===== src/rtl/mdm_pkg.sv =====
package mdm_pkg;
  localparam int NUM_CH = 2;
  typedef enum logic {CH_I = 1'b0, CH_X = 1'b1} mdm_ch_e;
endpackage


===== src/rtl/mdm_channel.sv =====
module mdm_channel #(
  parameter int CW = 16
) (
  input  logic          clk,
  input  logic          rst_n,
  input  logic          stb,
  input  logic          mask,
  input  logic [CW-1:0] cyc,
  output logic [CW-1:0] min_raw,
  output logic [CW-1:0] max_q,
  output logic [CW-1:0] last_q,
  output logic [CW-1:0] run,
  output logic          open_q
);
  localparam logic [CW-1:0] SENTINEL = '1;

  logic [CW-1:0] start_q;
  logic [CW-1:0] len;

  // modulo-2^CW difference handles a wrapped count
  assign len = cyc - start_q;
  assign run = open_q ? len : '0;

  always_ff @(posedge clk) begin
    if (!rst_n) begin
      start_q <= '0;
      open_q  <= 1'b0;
      min_raw <= SENTINEL;
      max_q   <= '0;
      last_q  <= '0;
    end else if (stb) begin
      if (mask) begin
        if (!open_q) begin
          start_q <= cyc;
          open_q  <= 1'b1;
        end else if (len > max_q) begin
          max_q <= len;
        end
      end else if (open_q) begin
        last_q <= len;
        open_q <= 1'b0;
        if (len < min_raw) min_raw <= len;
        if (len > max_q)   max_q   <= len;
      end
    end
  end
endmodule


===== src/rtl/mdm_min_view.sv =====
module mdm_min_view #(
  parameter int CW = 16
) (
  input  logic [CW-1:0] min_raw,
  input  logic [CW-1:0] max_q,
  output logic [CW-1:0] min_out
);
  localparam logic [CW-1:0] SENTINEL = '1;
  assign min_out = (min_raw == SENTINEL) ? max_q : min_raw;
endmodule


===== src/rtl/mask_dur_mon.sv =====
module mask_dur_mon
  import mdm_pkg::*;
#(
  parameter int CW = 16
) (
  input  logic          clk,
  input  logic          rst_n,
  input  logic          smp_stb,
  input  logic          mask_i,
  input  logic          mask_x,
  input  logic [CW-1:0] cyc_cnt,
  output logic [CW-1:0] i_min,
  output logic [CW-1:0] i_max,
  output logic [CW-1:0] i_last,
  output logic [CW-1:0] i_run,
  output logic          i_open,
  output logic [CW-1:0] x_min,
  output logic [CW-1:0] x_max,
  output logic [CW-1:0] x_last,
  output logic [CW-1:0] x_run,
  output logic          x_open
);
  logic [NUM_CH-1:0]         masks;
  logic [NUM_CH-1:0][CW-1:0] min_raw, max_v, last_v, run_v, min_v;
  logic [NUM_CH-1:0]         open_v;

  assign masks[CH_I] = mask_i;
  assign masks[CH_X] = mask_x;

  for (genvar c = 0; c < NUM_CH; c++) begin : g_ch
    mdm_channel #(.CW(CW)) u_ch (
      .clk(clk), .rst_n(rst_n), .stb(smp_stb), .mask(masks[c]), .cyc(cyc_cnt),
      .min_raw(min_raw[c]), .max_q(max_v[c]), .last_q(last_v[c]),
      .run(run_v[c]), .open_q(open_v[c])
    );
    mdm_min_view #(.CW(CW)) u_view (
      .min_raw(min_raw[c]), .max_q(max_v[c]), .min_out(min_v[c])
    );
  end

  assign i_min  = min_v[CH_I];
  assign i_max  = max_v[CH_I];
  assign i_last = last_v[CH_I];
  assign i_run  = run_v[CH_I];
  assign i_open = open_v[CH_I];
  assign x_min  = min_v[CH_X];
  assign x_max  = max_v[CH_X];
  assign x_last = last_v[CH_X];
  assign x_run  = run_v[CH_X];
  assign x_open = open_v[CH_X];
endmodule


===== config.mk =====
export PLATFORM = sky130hd
export DESIGN_NAME = mask_dur_mon
export DESIGN_NICKNAME = d
export VERILOG_FILES = /design/src/rtl/mdm_pkg.sv /design/src/rtl/mdm_channel.sv /design/src/rtl/mdm_min_view.sv /design/src/rtl/mask_dur_mon.sv
export SDC_FILE = /design/constraint.sdc
export NUM_CORES = 1
export LEC_CHECK = 0
export BUFFER_PORTS_ARGS = -buffer_cell sky130_fd_sc_hd__buf_2
export CORE_ASPECT_RATIO = 2
export CORE_MARGIN = 8
export CORE_UTILIZATION = 52
export CTS_CLUSTER_DIAMETER = 80
export DETAILED_ROUTE_END_ITERATION = 12
export GPL_TIMING_DRIVEN = 0
export MAX_ROUTING_LAYER = met4
export PLACE_DENSITY = 0.74
export SETUP_SLACK_MARGIN = 0.4
export SYNTH_ARGS = -nofsm -noshare
export SYNTH_HDL_FRONTEND = slang
export SYNTH_SLANG_ARGS = --single-unit
export TNS_END_PERCENT = 30

===== constraint.sdc =====
create_clock -name clk -period 3.6 [get_ports clk]
set_clock_uncertainty 0.1 [all_clocks]
set_input_delay 0.18 -clock clk [delete_from_list [all_inputs] [get_ports clk]]
set_output_delay 0.18 -clock clk [all_outputs]
set_load 0.02 [all_outputs]

== Yosys cells after proc, flatten, opt, wreduce, memory -nomap -nowiden ==
Index checks and enable logic that the tools add are counted.

* Flip-flop bits (word level): 130
* Output and inout port bits: 130
* Word-level logic and storage cells: 36

* $add $sub $neg: 2
* $lt $le $gt $ge: 4
* Equal/unequal tests: 2
* Multiplexer cells: 6
* Bitwise operators: 4
* Reduce and logical (&&, ||, !) cells: 8

{| class="wikitable"
|+ Operators with widths
! cell !! number
|-
| $mux W16 || 4
|-
| $eq A16 B16 Y1 const B || 2
|-
| $gt A16 B16 Y1 || 2
|-
| $lt A16 B16 Y1 || 2
|-
| $sub A16 B16 Y16 || 2
|-
| $reduce_and A3 Y1 || 6
|-
| $reduce_and A4 Y1 || 2
|-
| $not A1 Y1 || 4
|-
| $mux W1 || 2
|}

== Logic depth before layout (Yosys ltp) ==
Gate-level depths: netlist of run 1.

* Depth after elaboration: 3
* Mapped depth: 17
* Depth with buffers taken out: 16

== By module ==
A second synthesis of run 1 with hierarchy kept.

* Cell total of the unflattened synthesis: 1,070
* Area total of the unflattened synthesis: 8,480.6 um^2

{| class="wikitable"
|+ By module, submodules not included
! module !! times used !! cells an instance !! area an instance (um^2) !! seq. area each (um^2)
|-
| mdm_channel || 2 || 513 || 4,002.6 || 1,301.2
|-
| mdm_min_view || 2 || 22 || 237.7 || 0.0
|}

== Least setup slack after synthesis of run 1 ==
OpenSTA, ideal clock, no wires.

* Kind: register to register
* Start: reg g_ch[1].u_ch.start_q[8]
* End: reg g_ch[1].u_ch.max_q[13]
* Data arrival time: 3.778 ns
* Data required time: 3.408 ns
* Setup slack: -0.370 ns
* Stages on the path, launching flop included: 17
* Path buffers: 1
* Cell sequence: dfxtp_1 > inv_1 > ha_1 > a21o_2 > a32o_2 > or4_4 > o22ai_2 > xnor2_1 > inv_1 > ha_1 > nand4_1 > nor4_1 > a21bo_2 > a31oi_2 > buf_4 > nand2_1 > o32ai_1

* Cells in the longest elaborated chain, start to end: 3

{| class="wikitable"
|+ RTL lines
! what !! RTL line !! text
|-
| start: declaration || mdm_channel.sv:17 || <nowiki>logic [CW-1:0] start_q;</nowiki>
|-
| start signal: assignment || mdm_channel.sv:34 || <nowiki>start_q <= cyc;</nowiki>
|-
| $sub A16 B16 Y16 || mdm_channel.sv:21 || <nowiki>assign len = cyc - start_q;</nowiki>
|-
| net g_ch[1].u_ch.len[15] || mdm_channel.sv:18 || <nowiki>logic [CW-1:0] len;</nowiki>
|-
| $gt A16 B16 Y1 || mdm_channel.sv:36, mdm_channel.sv:43 ||
|-
| $reduce_and A3 Y1 (no line) || - ||
|-
| end signal: assignment || mdm_channel.sv:37 || <nowiki>max_q <= len;</nowiki>
|-
| end signal: assignment || mdm_channel.sv:43 || <nowiki>if (len > max_q) max_q <= len;</nowiki>
|-
| end: declaration || mdm_channel.sv:10 || <nowiki>output logic [CW-1:0] max_q,</nowiki>
|}

The timed path passes the listed nets, and every way through them passes these cells.
A chain may end at the register's enable or synchronous reset.

== Worst setup path in the final report of run 1 ==
* Start: reg g_ch[1].u_ch.start_q[10]
* End: reg g_ch[1].u_ch.max_q[3]

The elaborated chain is that of the path after synthesis.

==> results of run 1 <==
[cell type report]
class                   count  area share (%)
inverters                 112           3.369
clock inverters            13           1.484
flip-flops and latches    130           20.98
clock buffers              18           3.439
diodes                      2         0.04010
repair buffers            264           14.22
multi-input cells         824           51.70
plain buffers              52           2.717
well taps                 204           2.045
[kinds of logic after synthesis]
logic type | count (synthesis)
AND/OR/NAND/NOR | 379
AO/OA/AOI/OAI | 320
buffers and inverters | 164
flip-flops | 130
adder cells (fa/ha/maj) | 94
XOR/XNOR | 16
multiplexers | 15
[flip-flops by register name, summed over array words and instances (netlist names)]
name and count:
g_ch.u_ch.max_q 32, g_ch.u_ch.min_raw 32, g_ch.u_ch.open_q 2, g_ch.u_ch.start_q 32, g_ch.u_ch.last_q 32
[placed cells by master, fill, tap and decap left out, drive strengths merged, types with 5 or more instances in the layout]
cell type	n
clkinv	6
mux2i	14
nand4	21
or3	7
nor4	5
o21a	6
a21oi	131
nand2b	10
and4	5
xnor2	10
and3	11
buf	253
clkbuf	61
o21ai	72
nand3	50
inv	113
nor3	10
o31ai	5
nand2	176
and2	18
o22ai	8
nor2b	7
dlygate4sd3	20
a21o	22
xor2	6
a211oi	17
dfxtp	130
ha	92
o211ai	17
nor2	50
a31oi	6
[power groups by stage]
stage	Combinational [mW]	Clock [mW]	Sequential, mW
floorplan	1.02	0	1.58
global placement	1.50	0	1.56
detailed placement	1.54	0	1.57
CTS	1.82	1.85	1.54
global route	2.25	1.91	1.54
finish	2.12	1.85	1.54
[repair_timing]
action                                  CTS  global route
pin swaps                                62            66
buffers inserted                         53            37
gates resized for setup                 135           136
endpoints found under the setup margin   70            71
endpoints found under the hold margin    34             0
hold buffers                             20             0
cloned                                    4             2
[layer usage]
metal  track usage, %  up-vias  wire (µm)
li1                 -     4501          -
met5                -        -          0
met3            4.678      124       2537
met1            35.39     4704      13080
met4            14.96        0       1639
met2            51.63      503      17330
[worst max-delay path, cell delays in order, from the launching register on]
cell	delay (ps)
dfxtp_1	320
inv_1	70
ha_4	250
a21o_1	250
a21oi_1	200
nor2b_1	70
a311oi_1	420
and3b_2	310
nor2_1	90
ha_1	330
nand4_1	180
nor4_2	250
a21bo_2	290
a31oi_4	200
buf_6	140
buf_12	130
mux2i_1	230
nor2_1	70
[worst max-delay path by stage]
stage                     cells past startpoint                             startpoint                                  end  slack [ps]
final                                        17  g_ch[1].u_ch.start_q[10]$_SDFFE_PN0P_   g_ch[1].u_ch.max_q[3]$_SDFFE_PN0P_        -440
after global routing                         17  g_ch[1].u_ch.start_q[10]$_SDFFE_PN0P_   g_ch[1].u_ch.max_q[3]$_SDFFE_PN0P_        -630
after CTS                                    18   g_ch[1].u_ch.start_q[6]$_SDFFE_PN0P_   g_ch[1].u_ch.max_q[3]$_SDFFE_PN0P_        -410
after detailed placement                     16   g_ch[1].u_ch.start_q[1]$_SDFFE_PN0P_  g_ch[1].u_ch.max_q[13]$_SDFFE_PN0P_        -870
after global placement                       16   g_ch[1].u_ch.start_q[1]$_SDFFE_PN0P_   g_ch[1].u_ch.max_q[7]$_SDFFE_PN0P_        -710
after floorplan                              17   g_ch[1].u_ch.start_q[6]$_SDFFE_PN0P_  g_ch[1].u_ch.max_q[13]$_SDFFE_PN0P_         -60
[stage by stage]
step | std cells | hold slack (ps)
3_5_place_dp | 1470 | 344.5
5_1_grt | 1619 | 262.9
3_3_place_gp | 1470 | 340.6
6_report | 1619 | 256.3
2_1_floorplan | 1118 | 208.4
4_1_cts | 1578 | 167.5
==> flow_summary.json, run 1 <==
{
  "r2r_end": "g_ch[1].u_ch.max_q[3]$_SDFFE_PN0P_",
  "crit_arrival_ps": 4240,
  "synth-compound-area-share_pct": 23.30,
  "max_cap_viol_count": 0,
  "rsz0062_at_grt": "true",
  "power.density_nw_per_um2": 441.8,
  "drive_gt1_share_pct": 34.68,
  "p_leak_nw": 5.488,
  "num_rows": 66,
  "status": "complete, but fails checks",
  "endpoint_kind": "flip-flop",
  "cts_made_buffers": 17,
  "place_area_um2": 9711,
  "synth_cell_type_count": 68,
  "fmax_ghz": 0.2473,
  "synth.avg_cell_area_um2": 7.569,
  "synth_flop_cell": "dfxtp_1",
  "track_usage_pct": 30.97,
  "yosysWarnings": 0,
  "ys_seq_elements": 130,
  "hold_viol_final": 0,
  "ir_worst_vdd_v": 0.0003982,
  "grt_max_degree": 17,
  "design_area_um2": 12480,
  "combPwrFrac_pct": 38.5,
  "clkTransAtPathRegs_ps": 60,
  "path_class": "reg -> reg",
  "synth_top_family_by_area": "compound AO/OA/AOI/OAI gates",
  "final-setup-viol-count": 55,
  "rrSetupSlack_ps": -440,
  "multi_input_area_um2": 6452,
  "post-route-util_pct": 77.50,
  "synthAdderAreaFrac_pct": 14.08,
  "drt-total-wl_um": 34590,
  "gp_congestion": 0.9731,
  "via_per_inst": 6.073,
  "clock_path_buffers": 2,
  "synth_edf_count": 0,
  "worst_slack_ps": -444.4,
  "relSlewSlack_pct": 36.97,
  "nFillCells": 1083,
  "dr.pass1.iters": 5,
  "seq_power_share_pct": 27.9,
  "reg2regPathDepth": 17,
  "synth_cells": 1118,
  "fp.dieH_um": 196.4,
  "wire_per_inst_um": 21.36,
  "synthSimpleGateAreaFrac_pct": 20.88,
  "grt-ovfl-total": 0,
  "antenna_found_initial": 2,
  "pre_cts_slack_ps": -874.2,
  "worstMarginPinSlew_ps": 938.7,
  "synth_nets": 1233,
  "grt_pass1_wl_um": 49860,
  "cts.sinks": 130,
  "holdPathEnd": "g_ch[1].u_ch.max_q[14]$_SDFFE_PN0P_",
  "die_w_um": 106.2,
  "register_area_um2": 2619,
  "finalSetupTns_ps": -14140,
  "dr_total_vias": 9832,
  "swShare_pct": 36.67,
  "ios": 151,
  "worstHoldPathType": "in -> reg",
  "die_area_um2": 20860,
  "synth_top_area_share_pct": 30.76,
  "root_buffer": "clkbuf_16",
  "fin_crit_ps": 4044,
  "yosys-top-cells-count": "nand2_1, a21oi_1, dfxtp_1, inv_1, ha_1",
  "yosys.area.top_type": "dfxtp_1",
  "r2r-start": "g_ch[1].u_ch.start_q[10]$_SDFFE_PN0P_",
  "ant_nets": 0,
  "synth.area.top_cells": "dfxtp_1, ha_1, nand2_1, a21oi_1, inv_1",
  "crit_fanout": 8,
  "fin_crit_sh_pct": 112.3,
  "clkLatencyLatePin_ps": 430,
  "drv_slew": 0,
  "critPathLaunchType": "flip-flop",
  "synth_xor_area_share_pct": 1.656,
  "min_from": "rst_n",
  "pwr-share-clk_pct": 33.6,
  "initial_core_util_pct": 52.55,
  "coreArea_um2": 16100,
  "h-tree-depth": 4,
  "yosysMostFrequentCell": "nand2_1",
  "violations": "setup timing",
  "nNetsFinal": 1516,
  "cts_tree": "done",
  "drcViolationCount": 0,
  "async_reset_ff_share_pct": 0,
  "syn_area_um2": 8462,
  "intPower_mw": 3.492,
  "required_ps": 3790,
  "synthMuxAreaShare_pct": 1.789,
  "power.switching_mw": 2.022,
  "drt_iter0_markers": 843,
  "ys_seq_area_share_pct": 30.76,
  "p_total_mw": 5.513,
  "grt_pass1_vias": 9499,
  "dp.final_hpwl_um": 22320,
  "syn2layout_area_growth_pct": 47.48,
  "port-buffer-count": 148,
  "whs_path_depth": 3
}
Note: power is estimated with default switching activity, not from simulation.
==> run 2: changes to the inputs <==
- CORE_MARGIN: 8 -> not set
- RECOVER_POWER: not set -> 25
- SETUP_SLACK_MARGIN: 0.4 -> 0.15
==> run 2 against run 1 <==
  * The flow still finishes with violations (setup timing)
  * Hold slack got worse by 210 ps
  * Clock-buffer cell count grew 2
  * Via count increased by 3.7%
  * Critical path depth up 2
  * Largest power group unchanged
==> flow_summary.json, run 2 (same netlist as run 1, synthesis figures left out) <==
{
  "crit_fanout": 5,
  "num_rows": 65,
  "gp_congestion": 1.012,
  "post-route-util_pct": 77.44,
  "critPathLaunchType": "flip-flop",
  "hold_viol_final": 0,
  "power.switching_mw": 2.082,
  "coreArea_um2": 15860,
  "rsz0062_at_grt": "true",
  "port-buffer-count": 148,
  "p_total_mw": 5.535,
  "dr.pass1.iters": 8,
  "max_cap_viol_count": 0,
  "ant_nets": 0,
  "path_class": "reg -> reg",
  "status": "complete, but fails checks",
  "ir_worst_vdd_v": 0.0003814,
  "place_area_um2": 9559,
  "cts_made_buffers": 17,
  "r2r_end": "g_ch[1].u_ch.max_q[8]$_SDFFE_PN0P_",
  "design_area_um2": 12280,
  "reg2regPathDepth": 19,
  "dp.final_hpwl_um": 22600,
  "drt_iter0_markers": 784,
  "clkLatencyLatePin_ps": 430,
  "nNetsFinal": 1505,
  "whs_path_depth": 3,
  "clock_path_buffers": 2,
  "relSlewSlack_pct": 35.73,
  "placed_cells": 1467,
  "pre_cts_slack_ps": -1417,
  "wire_per_inst_um": 22.46,
  "fmax_ghz": 0.2352,
  "combPwrFrac_pct": 39.0,
  "finalSetupTns_ps": -23280,
  "required_ps": 3840,
  "worstMarginPinSlew_ps": 957.1,
  "r2r-start": "g_ch[1].u_ch.start_q[6]$_SDFFE_PN0P_",
  "initial_core_util_pct": 53.36,
  "nFillCells": 1065,
  "dr_total_vias": 10190,
  "final_common_cell": "nand2_1",
  "cts_tree": "done",
  "rrSetupSlack_ps": -650,
  "holdPathEnd": "g_ch[1].u_ch.open_q$_SDFFE_PN0P_",
  "min_from": "smp_stb",
  "die_w_um": 92.20,
  "grt_pass1_vias": 9658,
  "cts.sinks": 130,
  "via_per_inst": 6.353,
  "swShare_pct": 37.62,
  "h-tree-depth": 4,
  "ios": 151,
  "grt_pass1_wl_um": 52230,
  "seq_power_share_pct": 27.9,
  "track_usage_pct": 42.26,
  "endpoint_kind": "flip-flop",
  "crit_arrival_ps": 4490,
  "p_leak_nw": 5.210,
  "violations": "setup timing",
  "drv_slew": 0,
  "fp.dieH_um": 182.4,
  "crit_start": "g_ch[1].u_ch.start_q[6]$_SDFFE_PN0P_",
  "worst_slack_ps": -651.1,
  "final-setup-viol-count": 64,
  "pwr-share-clk_pct": 33.2,
  "whs_ps": 42.97,
  "fin_crit_ps": 4251,
  "antenna_found_initial": 1,
  "root_buffer": "clkbuf_16",
  "worstHoldPathType": "in -> reg",
  "mostFrequentLayoutCells": "nand2_1, dfxtp_1, a21oi_1, inv_1, buf_2",
  "syn2layout_area_growth_pct": 45.13,
  "drt-total-wl_um": 36030,
  "drcViolationCount": 0,
  "instances_no_fill": 1604,
  "die_area_um2": 16820,
  "power.density_nw_per_um2": 450.7,
  "drive_gt1_share_pct": 29.60,
  "intPower_mw": 3.453,
  "clkTransAtPathRegs_ps": 60,
  "grt_max_degree": 17,
  "fin_crit_sh_pct": 118.1,
  "grt-ovfl-total": 0
}
[run 2: cell types whose count changed in the layout (fill, tap and decap cells not counted), sizes merged]
cell      delta
inv          -1
clkinvlp     +1
bufinv       -1
buf         -60
clkbuf      +51
diode        -1
clkinv       -1
[run 2: routing by layer]
layer | GRT usage [%] | up-vias | share of wire [%]
li1 | - | 4466 | -
met1 | 39.60 | 4715 | 32
met2 | 72.42 | 710 | 49
met3 | 9.000 | 300 | 7.6
met4 | 35.44 | 0 | 11
met5 | - | - | 0
[run 2: area by class of cell]
| class | instances | area (µm²) | share of cell area [%] |
|---|---|---|---|
| Multi-Input combinational cell | 824 | 6389 | 52.02 |
| Sequential cell | 130 | 2620 | 21.33 |
| Timing Repair Buffer | 253 | 1654 | 13.47 |
| Clock buffer | 20 | 456.7 | 3.719 |
| Inverter | 112 | 422.9 | 3.444 |
| Buffer | 52 | 327.8 | 2.669 |
| Tap cell | 201 | 251.5 | 2.048 |
| Clock inverter | 11 | 156.4 | 1.274 |
| Antenna cell | 1 | 2.502 | 0.02038 |
[run 2: worst max-delay path, stage by stage, from the launching register on]
cell,delay (ps)
dfxtp_2,340
inv_2,50
ha_4,210
buf_6,110
a21o_1,180
a32o_2,250
or4_4,500
o22ai_4,210
xnor2_4,200
inv_2,100
ha_4,280
nand4_1,160
nor4_4,390
a21bo_2,290
a31oi_4,170
buf_12,160
buf_12,110
buf_12,130
nand3_2,70
a21oi_1,150
[run 2: repair_timing]
action                                 4_1_cts  5_1_grt
gates resized for setup                    168      109
setup buffers                               53       26
cloned                                       5        0
endpoints found under the hold margin       34        0
setup endpoints to repair                   65       64
hold buffers                                20        0
pin swaps                                   63       56
[run 2: power by group through the flow]
stage	clock (mW)	combinational [mW]	sequential (mW)
finish	1.84	2.16	1.54
detailed placement	0	1.51	1.57
global placement	0	1.49	1.57
global route	1.89	2.27	1.55
floorplan	0	0.987	1.58
CTS	1.82	1.88	1.54
[run 2: worst max path at each step]
| stage | to | slack [ps] |
|---|---|---|
| floorplan | g_ch[1].u_ch.max_q[13]$_SDFFE_PN0P_ | -60 |
| global placement | g_ch[1].u_ch.max_q[13]$_SDFFE_PN0P_ | -1390 |
| detailed placement | g_ch[1].u_ch.max_q[13]$_SDFFE_PN0P_ | -1420 |
| CTS | g_ch[1].u_ch.max_q[4]$_SDFFE_PN0P_ | -430 |
| global route | g_ch[1].u_ch.max_q[6]$_SDFFE_PN0P_ | -750 |
| finish | g_ch[1].u_ch.max_q[8]$_SDFFE_PN0P_ | -650 |
==> run 3: changes to the inputs <==
- REMOVE_ABC_BUFFERS: not set -> 1
==> run 3 against run 2 <==
  * The run still ends with setup timing left
  * Die area unchanged
  * Power shrank 2.5%
  * Worst setup slack improved by 21 ps
  * Flip-flop and latch count unchanged
  * Sequential share of layout area increased by 0.32 points
  * Critical endpoint is now g_ch[1].u_ch.min_raw[13]$_SDFFE_PN1P_
==> flow_summary.json, run 3 (same netlist as run 1, synthesis figures left out) <==
{
  "status": "complete, but fails checks",
  "violations": "setup timing",
  "power.switching_mw": 2.030,
  "root_buffer": "clkbuf_16",
  "pre_cts_slack_ps": -2118,
  "cts_tree": "done",
  "placed_cells": 1422,
  "clkLatencyLatePin_ps": 440,
  "relSlewSlack_pct": 12.42,
  "grt_max_degree": 58,
  "dr.pass1.iters": 8,
  "final_common_cell": "nand2_1",
  "worstHoldPathType": "in -> reg",
  "ios": 151,
  "endpoint_kind": "flip-flop",
  "die_area_um2": 16820,
  "ant_nets": 0,
  "ir_worst_vdd_v": 0.0003627,
  "worst_slack_ps": -630.0,
  "fmax_ghz": 0.2364,
  "coreArea_um2": 15860,
  "h-tree-depth": 4,
  "met1_length_um": 10520,
  "initial_core_util_pct": 53.36,
  "nNetsFinal": 1472,
  "path_class": "reg -> reg",
  "drt-total-wl_um": 34110,
  "rsz0062_at_grt": "true",
  "worstMarginPinSlew_ps": 1309,
  "via_per_inst": 6.257,
  "drcViolationCount": 0,
  "cp_slowest_cell": "a21oi_1",
  "pwr-share-clk_pct": 32.1,
  "post-route-util_pct": 76.04,
  "swShare_pct": 37.63,
  "critPathLaunchType": "flip-flop",
  "fp.dieH_um": 182.4,
  "drive_gt1_share_pct": 30.15,
  "crit_arrival_ps": 4430,
  "drt_iter0_markers": 621,
  "gp_congestion": 0.9504,
  "cts.sinks": 130,
  "hold_viol_final": 0,
  "cts_made_buffers": 17,
  "top_layer": "met4",
  "fin_crit_ps": 4230,
  "grt_pass1_vias": 9487,
  "clock_path_buffers": 2,
  "drv_slew": 0,
  "place_area_um2": 9319,
  "intPower_mw": 3.364,
  "dp.final_hpwl_um": 19490,
  "wl_met2_um": 17020,
  "crit_fanout": 7,
  "p_total_mw": 5.394,
  "max_stage_delay_ps": 530,
  "route.met3.wl_um": 3076,
  "mostFrequentLayoutCells": "nand2_1, dfxtp_1, a21oi_1, inv_1, buf_2",
  "fin_crit_sh_pct": 117.5,
  "instances_no_fill": 1575,
  "combPwrFrac_pct": 39.4,
  "power.density_nw_per_um2": 447.3,
  "port-buffer-count": 150,
  "wire_per_inst_um": 21.66,
  "clkTransAtPathRegs_ps": 70,
  "num_rows": 65,
  "seq_power_share_pct": 28.5,
  "antenna_found_initial": 3,
  "track_usage_pct": 39.46,
  "syn2layout_area_growth_pct": 42.51,
  "required_ps": 3800,
  "final-setup-viol-count": 64,
  "grt_pass1_wl_um": 49250,
  "p_leak_nw": 5.129,
  "design_area_um2": 12060,
  "max_cap_viol_count": 0,
  "die_w_um": 92.20,
  "grt-ovfl-total": 0,
  "dr_total_vias": 9855,
  "worstPathCellList": "inv_1, ha_2, a21o_1, a21oi_4, buf_4, a21oi_2, o21ai_0, and2_1, ha_1, a21oi_1, o211a_1, a221o_2, nand2_2, o311ai_0"
}
run 3: changes by cell type in the layout (fill, tap and decap cells not counted), moves of 5 or more:
| cell | delta |
|---|---|
| clkbuf_1 | -35 |
| o21ai_1 | -9 |
| buf_4 | +8 |
| nand3_1 | +8 |
| nand3_2 | -8 |
| o21ai_0 | +7 |
| clkbuf_8 | -6 |
| clkinv_2 | +5 |
| dfxtp_1 | +5 |
run 3: worst paths after layout:
| kind | startpoint | endpoint | slack (ps) | cells after the start |
|---|---|---|---|---|
| max | g_ch[1].u_ch.start_q[3]$_SDFFE_PN0P_ | g_ch[1].u_ch.min_raw[13]$_SDFFE_PN1P_ | -630 | 14 |
| min | smp_stb | g_ch[0].u_ch.open_q$_SDFFE_PN0P_ | 40 | 3 |
| max reg2reg | g_ch[1].u_ch.start_q[3]$_SDFFE_PN0P_ | g_ch[1].u_ch.min_raw[13]$_SDFFE_PN1P_ | -630 | 14 |
| min reg2reg | g_ch[1].u_ch.start_q[13]$_SDFFE_PN0P_ | g_ch[1].u_ch.start_q[13]$_SDFFE_PN0P_ | 350 | 2 |
run 3: layout make-up:
type                    instances  area [µm²]
fillers                      1069        3800
well taps                     201       251.5
inverters                     112       422.9
clock inverters                14       140.1
diodes                          4       10.01
flip-flops and latches        130        2611
repair buffers                269        1773
clock buffers                  18       439.2
multi-input cells             827        6411
run 3: power by group through the flow:
| stage | Combinational (mW) | Sequential [mW] | Clock, mW |
|---|---|---|---|
| after floorplan | 0.931 | 1.58 | 0 |
| after global placement | 1.39 | 1.56 | 0 |
| after detailed placement | 1.44 | 1.56 | 0 |
| after CTS | 1.83 | 1.53 | 1.73 |
| after global routing | 2.26 | 1.54 | 1.78 |
| final | 2.13 | 1.54 | 1.73 |
run 3: per-stage QoR:
| stage | hold slack [ps] | TNS (ps) |
|---|---|---|
| after floorplan | 141.9 | -15850 |
| after CTS | 3.713 | -9647 |
| after global routing | 64.70 | -26730 |
| final | 41.31 | -20260 |
| after global placement | 341.2 | -97720 |
| after detailed placement | 345.2 | -85750 |
run 3: repair_timing:
item                                   4_1_cts  5_1_grt
setup endpoints to repair                   64       64
pin swaps                                   66       35
setup buffers                               69       25
endpoints found under the hold margin       34        0
gates cloned                                 4        0
hold buffers                                18        0
resized for setup                          164       78
run 3: critical path, delay by kind of cell, from the launching register on:
kind | cells | cell delay (ps)
buf+inv | 2 | 220
simple gates | 2 | 440
fa+ha+maj | 2 | 610
compound gates | 8 | 2420
flops | 1 | 320
run 3: layer usage:
metal	vias to the layer above	global-route usage (%)
li1	4416	-
met1	4549	35.48
met2	610	69.04
met3	280	9.625
met4	0	31.81
met5	-	-
